<file path="config.mk">
export PLATFORM = sky130hd
export DESIGN_NAME = score_keeper_top
export DESIGN_NICKNAME = d
export VERILOG_FILES = /design/src/rtl/score_pkg.sv /design/src/rtl/score_key_decoder.sv /design/src/rtl/score_bcd_counter.sv /design/src/rtl/score_blink.sv /design/src/rtl/score_keeper_top.sv
export SDC_FILE = /design/constraint.sdc
export NUM_CORES = 1
export LEC_CHECK = 0
export BUFFER_PORTS_ARGS = -buffer_cell sky130_fd_sc_hd__buf_2
export CAP_MARGIN = 20
export CORE_UTILIZATION = 48
export CTS_BUF_LIST = sky130_fd_sc_hd__clkbuf_8
export CTS_CLUSTER_DIAMETER = 30
export DETAILED_ROUTE_END_ITERATION = 12
export GPL_TIMING_DRIVEN = 0
export HOLD_SLACK_MARGIN = 0.08
export MAX_ROUTING_LAYER = met4
export PLACE_DENSITY = 0.66
export SYNTH_ARGS = -nofsm -noshare
export SYNTH_HDL_FRONTEND = slang
export SYNTH_HIERARCHICAL = 1
export SYNTH_SLANG_ARGS = --single-unit
</file>
<file path="constraint.sdc">
create_clock -name clk -period 5.2 [get_ports clk]
set_input_delay 0.26 -clock clk [delete_from_list [all_inputs] [get_ports clk]]
set_output_delay 0.26 -clock clk [all_outputs]
set_load 0.02 [all_outputs]
</file>
<file path="src/rtl/score_pkg.sv">
package score_pkg;

   localparam int unsigned NTEAMS   = 2;
   localparam int unsigned TEAM_YEL = 0;
   localparam int unsigned TEAM_RED = 1;

   localparam logic [3:0] KEY_STAR = 4'hA;
   localparam logic [3:0] KEY_HASH = 4'hB;

   typedef enum logic [1:0] {
      PEND_NONE = 2'd0,
      PEND_YEL  = 2'd1,
      PEND_RED  = 2'd2
   } pend_e;

endpackage

</file>
<file path="src/rtl/score_key_decoder.sv">
module score_key_decoder
   import score_pkg::*;
(
   input  logic       clk,
   input  logic       rst_n,
   input  logic       clr,
   input  logic       accept,
   input  logic [3:0] code,
   output logic       add_vld,
   output logic       add_red,
   output logic [1:0] add_pts
);

   pend_e pend_q;
   logic  is_pts;

   assign is_pts  = (code >= 4'd1) && (code <= 4'd3);
   assign add_vld = accept && is_pts && (pend_q != PEND_NONE);
   assign add_red = (pend_q == PEND_RED);
   assign add_pts = code[1:0];

   always_ff @(posedge clk or negedge rst_n) begin
      if (!rst_n) begin
         pend_q <= PEND_NONE;
      end else if (clr) begin
         pend_q <= PEND_NONE;
      end else if (accept) begin
         if (code == KEY_STAR)      pend_q <= PEND_YEL;
         else if (code == KEY_HASH) pend_q <= PEND_RED;
         else                       pend_q <= PEND_NONE;
      end
   end

endmodule

</file>
<file path="src/rtl/score_bcd_counter.sv">
module score_bcd_counter #(
   parameter int unsigned DIGITS   = 2,
   parameter bit          SATURATE = 1'b1
) (
   input  logic                  clk,
   input  logic                  rst_n,
   input  logic                  clr,
   input  logic                  add_vld,
   input  logic [1:0]            add_pts,
   output logic [4*DIGITS-1:0]   score
);

   localparam int unsigned SW = 4 * DIGITS;
   localparam logic [SW-1:0] ALL_NINES = {DIGITS{4'h9}};

   logic [SW-1:0] score_q;
   logic [SW-1:0] raw_sum;
   logic [SW-1:0] next_sum;
   logic [1:0]    inc [DIGITS+1];

   assign inc[0] = add_pts;

   for (genvar d = 0; d < DIGITS; d++) begin : g_digit
      logic [4:0] sum;
      logic [4:0] less_ten;
      assign sum      = {1'b0, score_q[4*d +: 4]} + {3'b000, inc[d]};
      assign less_ten = sum - 5'd10;
      assign raw_sum[4*d +: 4] = (sum > 5'd9) ? less_ten[3:0] : sum[3:0];
      assign inc[d+1] = {1'b0, (sum > 5'd9)};
   end

   if (SATURATE) begin : g_sat
      assign next_sum = (inc[DIGITS] != 2'd0) ? ALL_NINES : raw_sum;
   end else begin : g_wrap
      assign next_sum = raw_sum;
   end

   always_ff @(posedge clk or negedge rst_n) begin
      if (!rst_n)       score_q <= '0;
      else if (clr)     score_q <= '0;
      else if (add_vld) score_q <= next_sum;
   end

   assign score = score_q;

endmodule

</file>
<file path="src/rtl/score_blink.sv">
module score_blink #(
   parameter int unsigned HALF = 6_250_000
) (
   input  logic clk,
   input  logic rst_n,
   input  logic hold,
   output logic phase
);

   logic phase_q;

   if (HALF <= 1) begin : g_fast
      always_ff @(posedge clk or negedge rst_n) begin
         if (!rst_n)    phase_q <= 1'b0;
         else if (hold) phase_q <= 1'b0;
         else           phase_q <= ~phase_q;
      end
   end else begin : g_count
      localparam int unsigned CW = $clog2(HALF);
      localparam logic [CW-1:0] LAST = CW'(HALF - 1);
      logic [CW-1:0] cnt_q;
      always_ff @(posedge clk or negedge rst_n) begin
         if (!rst_n) begin
            cnt_q   <= '0;
            phase_q <= 1'b0;
         end else if (hold) begin
            cnt_q   <= '0;
            phase_q <= 1'b0;
         end else if (cnt_q == LAST) begin
            cnt_q   <= '0;
            phase_q <= ~phase_q;
         end else begin
            cnt_q   <= cnt_q + 1'b1;
         end
      end
   end

   assign phase = phase_q;

endmodule

</file>
<file path="src/rtl/score_keeper_top.sv">
module score_keeper_top
   import score_pkg::*;
#(
   parameter int unsigned CLK_HZ   = 50_000_000,
   parameter int unsigned BLINK_HZ = 4,
   parameter int unsigned DIGITS   = 2,
   parameter bit          SATURATE = 1'b1
) (
   input  logic                clk,
   input  logic                rst_n,
   input  logic                game_sw,
   input  logic                key_vld,
   input  logic [3:0]          key_code,
   output logic [4*DIGITS-1:0] yel_bcd,
   output logic [4*DIGITS-1:0] red_bcd,
   output logic                yel_led,
   output logic                red_led
);

   localparam int unsigned SW   = 4 * DIGITS;
   localparam int unsigned HALF = CLK_HZ / (2 * BLINK_HZ);

   initial begin
      if (DIGITS < 1)
         $fatal(1, "score_keeper_top: DIGITS must be at least 1");
      if (HALF < 1)
         $fatal(1, "score_keeper_top: CLK_HZ too low for BLINK_HZ");
   end

   logic              sw_q;
   logic              start_evt;
   logic              accept;
   logic              add_vld;
   logic              add_red;
   logic [1:0]        add_pts;
   logic              phase;
   logic [SW-1:0]     score [NTEAMS];
   logic [NTEAMS-1:0] lit_q;

   assign start_evt = game_sw && !sw_q;
   assign accept    = key_vld && sw_q && game_sw;

   always_ff @(posedge clk or negedge rst_n) begin
      if (!rst_n) sw_q <= 1'b0;
      else        sw_q <= game_sw;
   end

   score_key_decoder u_dec (
      .clk     (clk),
      .rst_n   (rst_n),
      .clr     (start_evt),
      .accept  (accept),
      .code    (key_code),
      .add_vld (add_vld),
      .add_red (add_red),
      .add_pts (add_pts)
   );

   for (genvar t = 0; t < NTEAMS; t++) begin : g_team
      localparam bit IS_RED = (t == TEAM_RED);
      logic hit;
      assign hit = add_vld && (add_red == IS_RED);

      score_bcd_counter #(
         .DIGITS   (DIGITS),
         .SATURATE (SATURATE)
      ) u_cnt (
         .clk     (clk),
         .rst_n   (rst_n),
         .clr     (start_evt),
         .add_vld (hit),
         .add_pts (add_pts),
         .score   (score[t])
      );

      always_ff @(posedge clk or negedge rst_n) begin
         if (!rst_n)         lit_q[t] <= 1'b0;
         else if (start_evt) lit_q[t] <= 1'b0;
         else if (hit)       lit_q[t] <= 1'b1;
      end
   end

   score_blink #(.HALF(HALF)) u_blink (
      .clk   (clk),
      .rst_n (rst_n),
      .hold  (sw_q),
      .phase (phase)
   );

   assign yel_bcd = score[TEAM_YEL];
   assign red_bcd = score[TEAM_RED];
   assign yel_led = sw_q ? lit_q[TEAM_YEL]
                         : (phase && (score[TEAM_YEL] > score[TEAM_RED]));
   assign red_led = sw_q ? lit_q[TEAM_RED]
                         : (phase && (score[TEAM_RED] > score[TEAM_YEL]));

endmodule

</file>
==> metrics.md <==
| Metric | Value |
|---|---|
| First-pass GRT wire length | about 11000 um |
| Post-DP Area | between 3000 and 4000 sq um |
| Sw power | 0.1531 mW |
| Core Footprint | 5921 sq um |
| Starting density of the core | 0.4966 |
| CTS root buf | clkbuf_8 |
| Synthesized Nets | 349 |
| Pin count of the biggest net entering global routing | 46 |
| DP Wirelength | 4693 um |
| Max Buffers Root-to-Sink | 2 |
| Crit path kind | flip-flop to flip-flop |
| Final RePlAce weighted congestion | 0.7777 |
| Predominant post-synthesis flop cell | dfrtp_1 |
| CP startpoint kind | flip-flop |
| Worst hold margin | 382.8 ps |
| Final hold viol count | 0 |
| DRC errors left | 0 |
| Routed Antenna Nets | 0 |
| Layout cells sized above 1 | 0.1373 |
| Overall routing resource usage | 0.2262 |
| Status | finished clean |
| RSZ-0062 raised after global routing | false |
| CTS Sinks | 45 |
| CTS tree | done |
| Vias | 2482 |
| Crit path time final | 3316 ps |
| Flops & latches, synth | 45 |
| Most frequent cells in the layout | dfrtp_1, nor2_1, buf_2 |
| Worst slew pin tran | 776.0 ps |
| Final Net Count | ~390 |
| Crit Path Max Fanout | 5 |
| DIE WIDTH | approximately 80 um |
| Top post-synthesis cells by area | dfrtp_1, ha_1, nor2_1 |
| Total CTS buffers | 5 |
| Int Power | 0.5588 mW |
| Routed WL | 6311 um |
| Vias in the first global route | 2349 |
| Slew Limit Fails | 0 |
| Most common cell after layout, fill and taps aside | dfrtp_1 |
| Final non-filler cell area | around 3300 sq um |
| Die ar. | around 6400 sq um |
| Sw Share | 0.2150 |
| Postcts setup bufs | 0 |
| Fmax achieved | slightly above 300 MHz |
| Final core utilization | 0.5649 |
| DIE HEIGHT | 80.27 um |
| Worst setup EP type | flip-flop |
| Diodes inserted | 0 |
| Tcrit/Tclk final | 0.6377 |
| Final TNS setup | 0 ps |
| Initial antenna violation count | 0 |
| Seq/Total Area, Yosys | 0.3830 |
| Post-synthesis cell count | 320 |
| H-tree Lvls | 2 |
| Leak | 1.489 nW |
| Cell taking the most area after synthesis | dfrtp_1 |
| Skew final | approximately 6.7 ps |
| Pwr Density | approximately 210 nW/um^2 |
| IO Pins | 26 |
| Slew margin rel. | 0.4816 |
| Clock power frac | 0.444 |
| Row cnt | 28 |
| Arrival time worst endpoint | roughly 3500 ps |
| Remaining global-route overflow | 0 |
| Mapped cell area | 2940 sq um |
| WL/cell | 14.61 um |
| Via density | 5.745 |
| Yosys warns | 6 |
| CTS clk-pin slew, worst paths | about 90 ps |
| Post-synth top area share | 0.3830 |
| Pre-Repair DR Iteration Count | 4 |
| Combinational power share | 0.057 |
| Worst-skew pair later-pin latency | 300 ps |
| DRT iter0 DRCs | 132 |
| Max Cap Viol | 0 |
| Final setup violation count | 0 |
| Post-synthesis cell type count | 50 |
| Sequential share of power | 0.499 |
| Syn_area_per_cell | a little over 9 sq um |
| IO buf count | 25 |
| Worst path required time | 5410 ps |
| Area growth syn-to-layout | 13.74% |
| EDFF count, synth | 0 |
| Min-Delay Path Class | input port to flip-flop |
| Ys async rst share | 1.000 |
| Max VDD drop | 0.1414 mV |
==> sequential cells by signal (all words and copies together), names as in the netlist <==
signal                 cells
lit_q                      2
u_dec/pend_q               2
sw_q                       1
u_blink/g_count.cnt_q     23
g_team.u_cnt/score        16
u_blink/phase              1
==> logic make-up after synthesis <==
logic type      share of synthesized area
simple gates                       0.2600
compound gates                     0.1574
flops                              0.3830
buf+inv                           0.04553
fa+ha+maj                         0.09447
xor+xnor                          0.05958
==> critical path: stages (launching register included) <==
cell and delay, ps:
dfrtp_1 420, ha_1 190, inv_1 50, fa_1 580
nand2b_1 80, a31oi_1 320, nor2_4 90, ha_1 220
ha_1 320, nor2_1 60, o21ai_0 180, a21boi_1 380
nor2_1 70, a211oi_1 250
==> timing repair <==
action | CTS | global route
resized for setup | 0 | 0
hold buffers | 1 | 1
endpoints found under the hold margin | 1 | 14
==> final timing paths <==
path | slack, ps | cells after the start | start | end
max | 1880 | 13 | g_team[1].u_cnt/score[0] | g_team[1].u_cnt/score[4]
min | 380 | 3 | key_code[3] | u_dec/pend_q[0]
max reg2reg | 1880 | 13 | g_team[1].u_cnt/score[0] | g_team[1].u_cnt/score[4]
min reg2reg | 520 | 1 | u_blink/g_count.cnt_q[0] | u_blink/g_count.cnt_q[0]
max in group asynchronous | 4300 | 3 | rst_n | u_blink/g_count.cnt_q[0]
min in group asynchronous | 400 | 2 | rst_n | u_blink/g_count.cnt_q[18]
==> through the flow <==
step                      power, mW  instances  setup WS (ps)
after detailed placement     0.4002        421           1769
after floorplan              0.3825        320           2092
after CTS                    0.7177        430           1831
after global placement       0.3989        420           1872
final                        0.7119        432           1884
after global routing         0.7408        432           1592
==> metal layers <==
layer / wire length [um] / share of wire / up-vias / track usage
met5: 0 / 0 / - / -
met3: 147 / 0.023 / 8 / 0.03750
met4: 80 / 0.013 / 0 / 0.07321
met2: 3157 / 0.50 / 26 / 0.3855
met1: 2925 / 0.46 / 1227 / 0.2731
li1: - / - / 1221 / -
==> synth_stat cells, types with 3 or more instances <==
cell type  number
a211oi_1        4
a21oi_1        16
a221o_1         3
a22o_1          6
and3_1          6
and4_1          6
and4b_1         3
buf_4           4
clkbuf_1        3
dfrtp_1        45
ha_1           19
inv_1          22
nand2_1        16
nand2b_1        9
nand3_1        10
nand4_1         7
nor2_1         38
nor2b_1         5
nor3_1          7
nor3b_1         3
o21ai_0        16
o31ai_1         4
or3_1          11
xnor2_1         8
xor2_1         12
==> area by class of cell <==
class	count	area (sq um)
Tap cell	75	93.84
Buffer	9	51.30
Sequential cell	45	1126
Multi-Input combinational cell	244	1680
Inverter	22	82.58
Clock buffer	5	68.82
Timing Repair Buffer	29	176.4
Fill cell	536	2576
Clock inverter	3	65.06
==> power by group through the flow <==
stage	combinational (mW)	clock (mW)	sequential, mW
2_1_floorplan	0.0208	0	0.362
3_3_place_gp	0.0365	0	0.362
3_5_place_dp	0.0375	0	0.363
4_1_cts	0.0383	0.324	0.356
5_1_grt	0.0461	0.339	0.356
6_report	0.0403	0.316	0.356
Power figures use the tool's default switching activity.
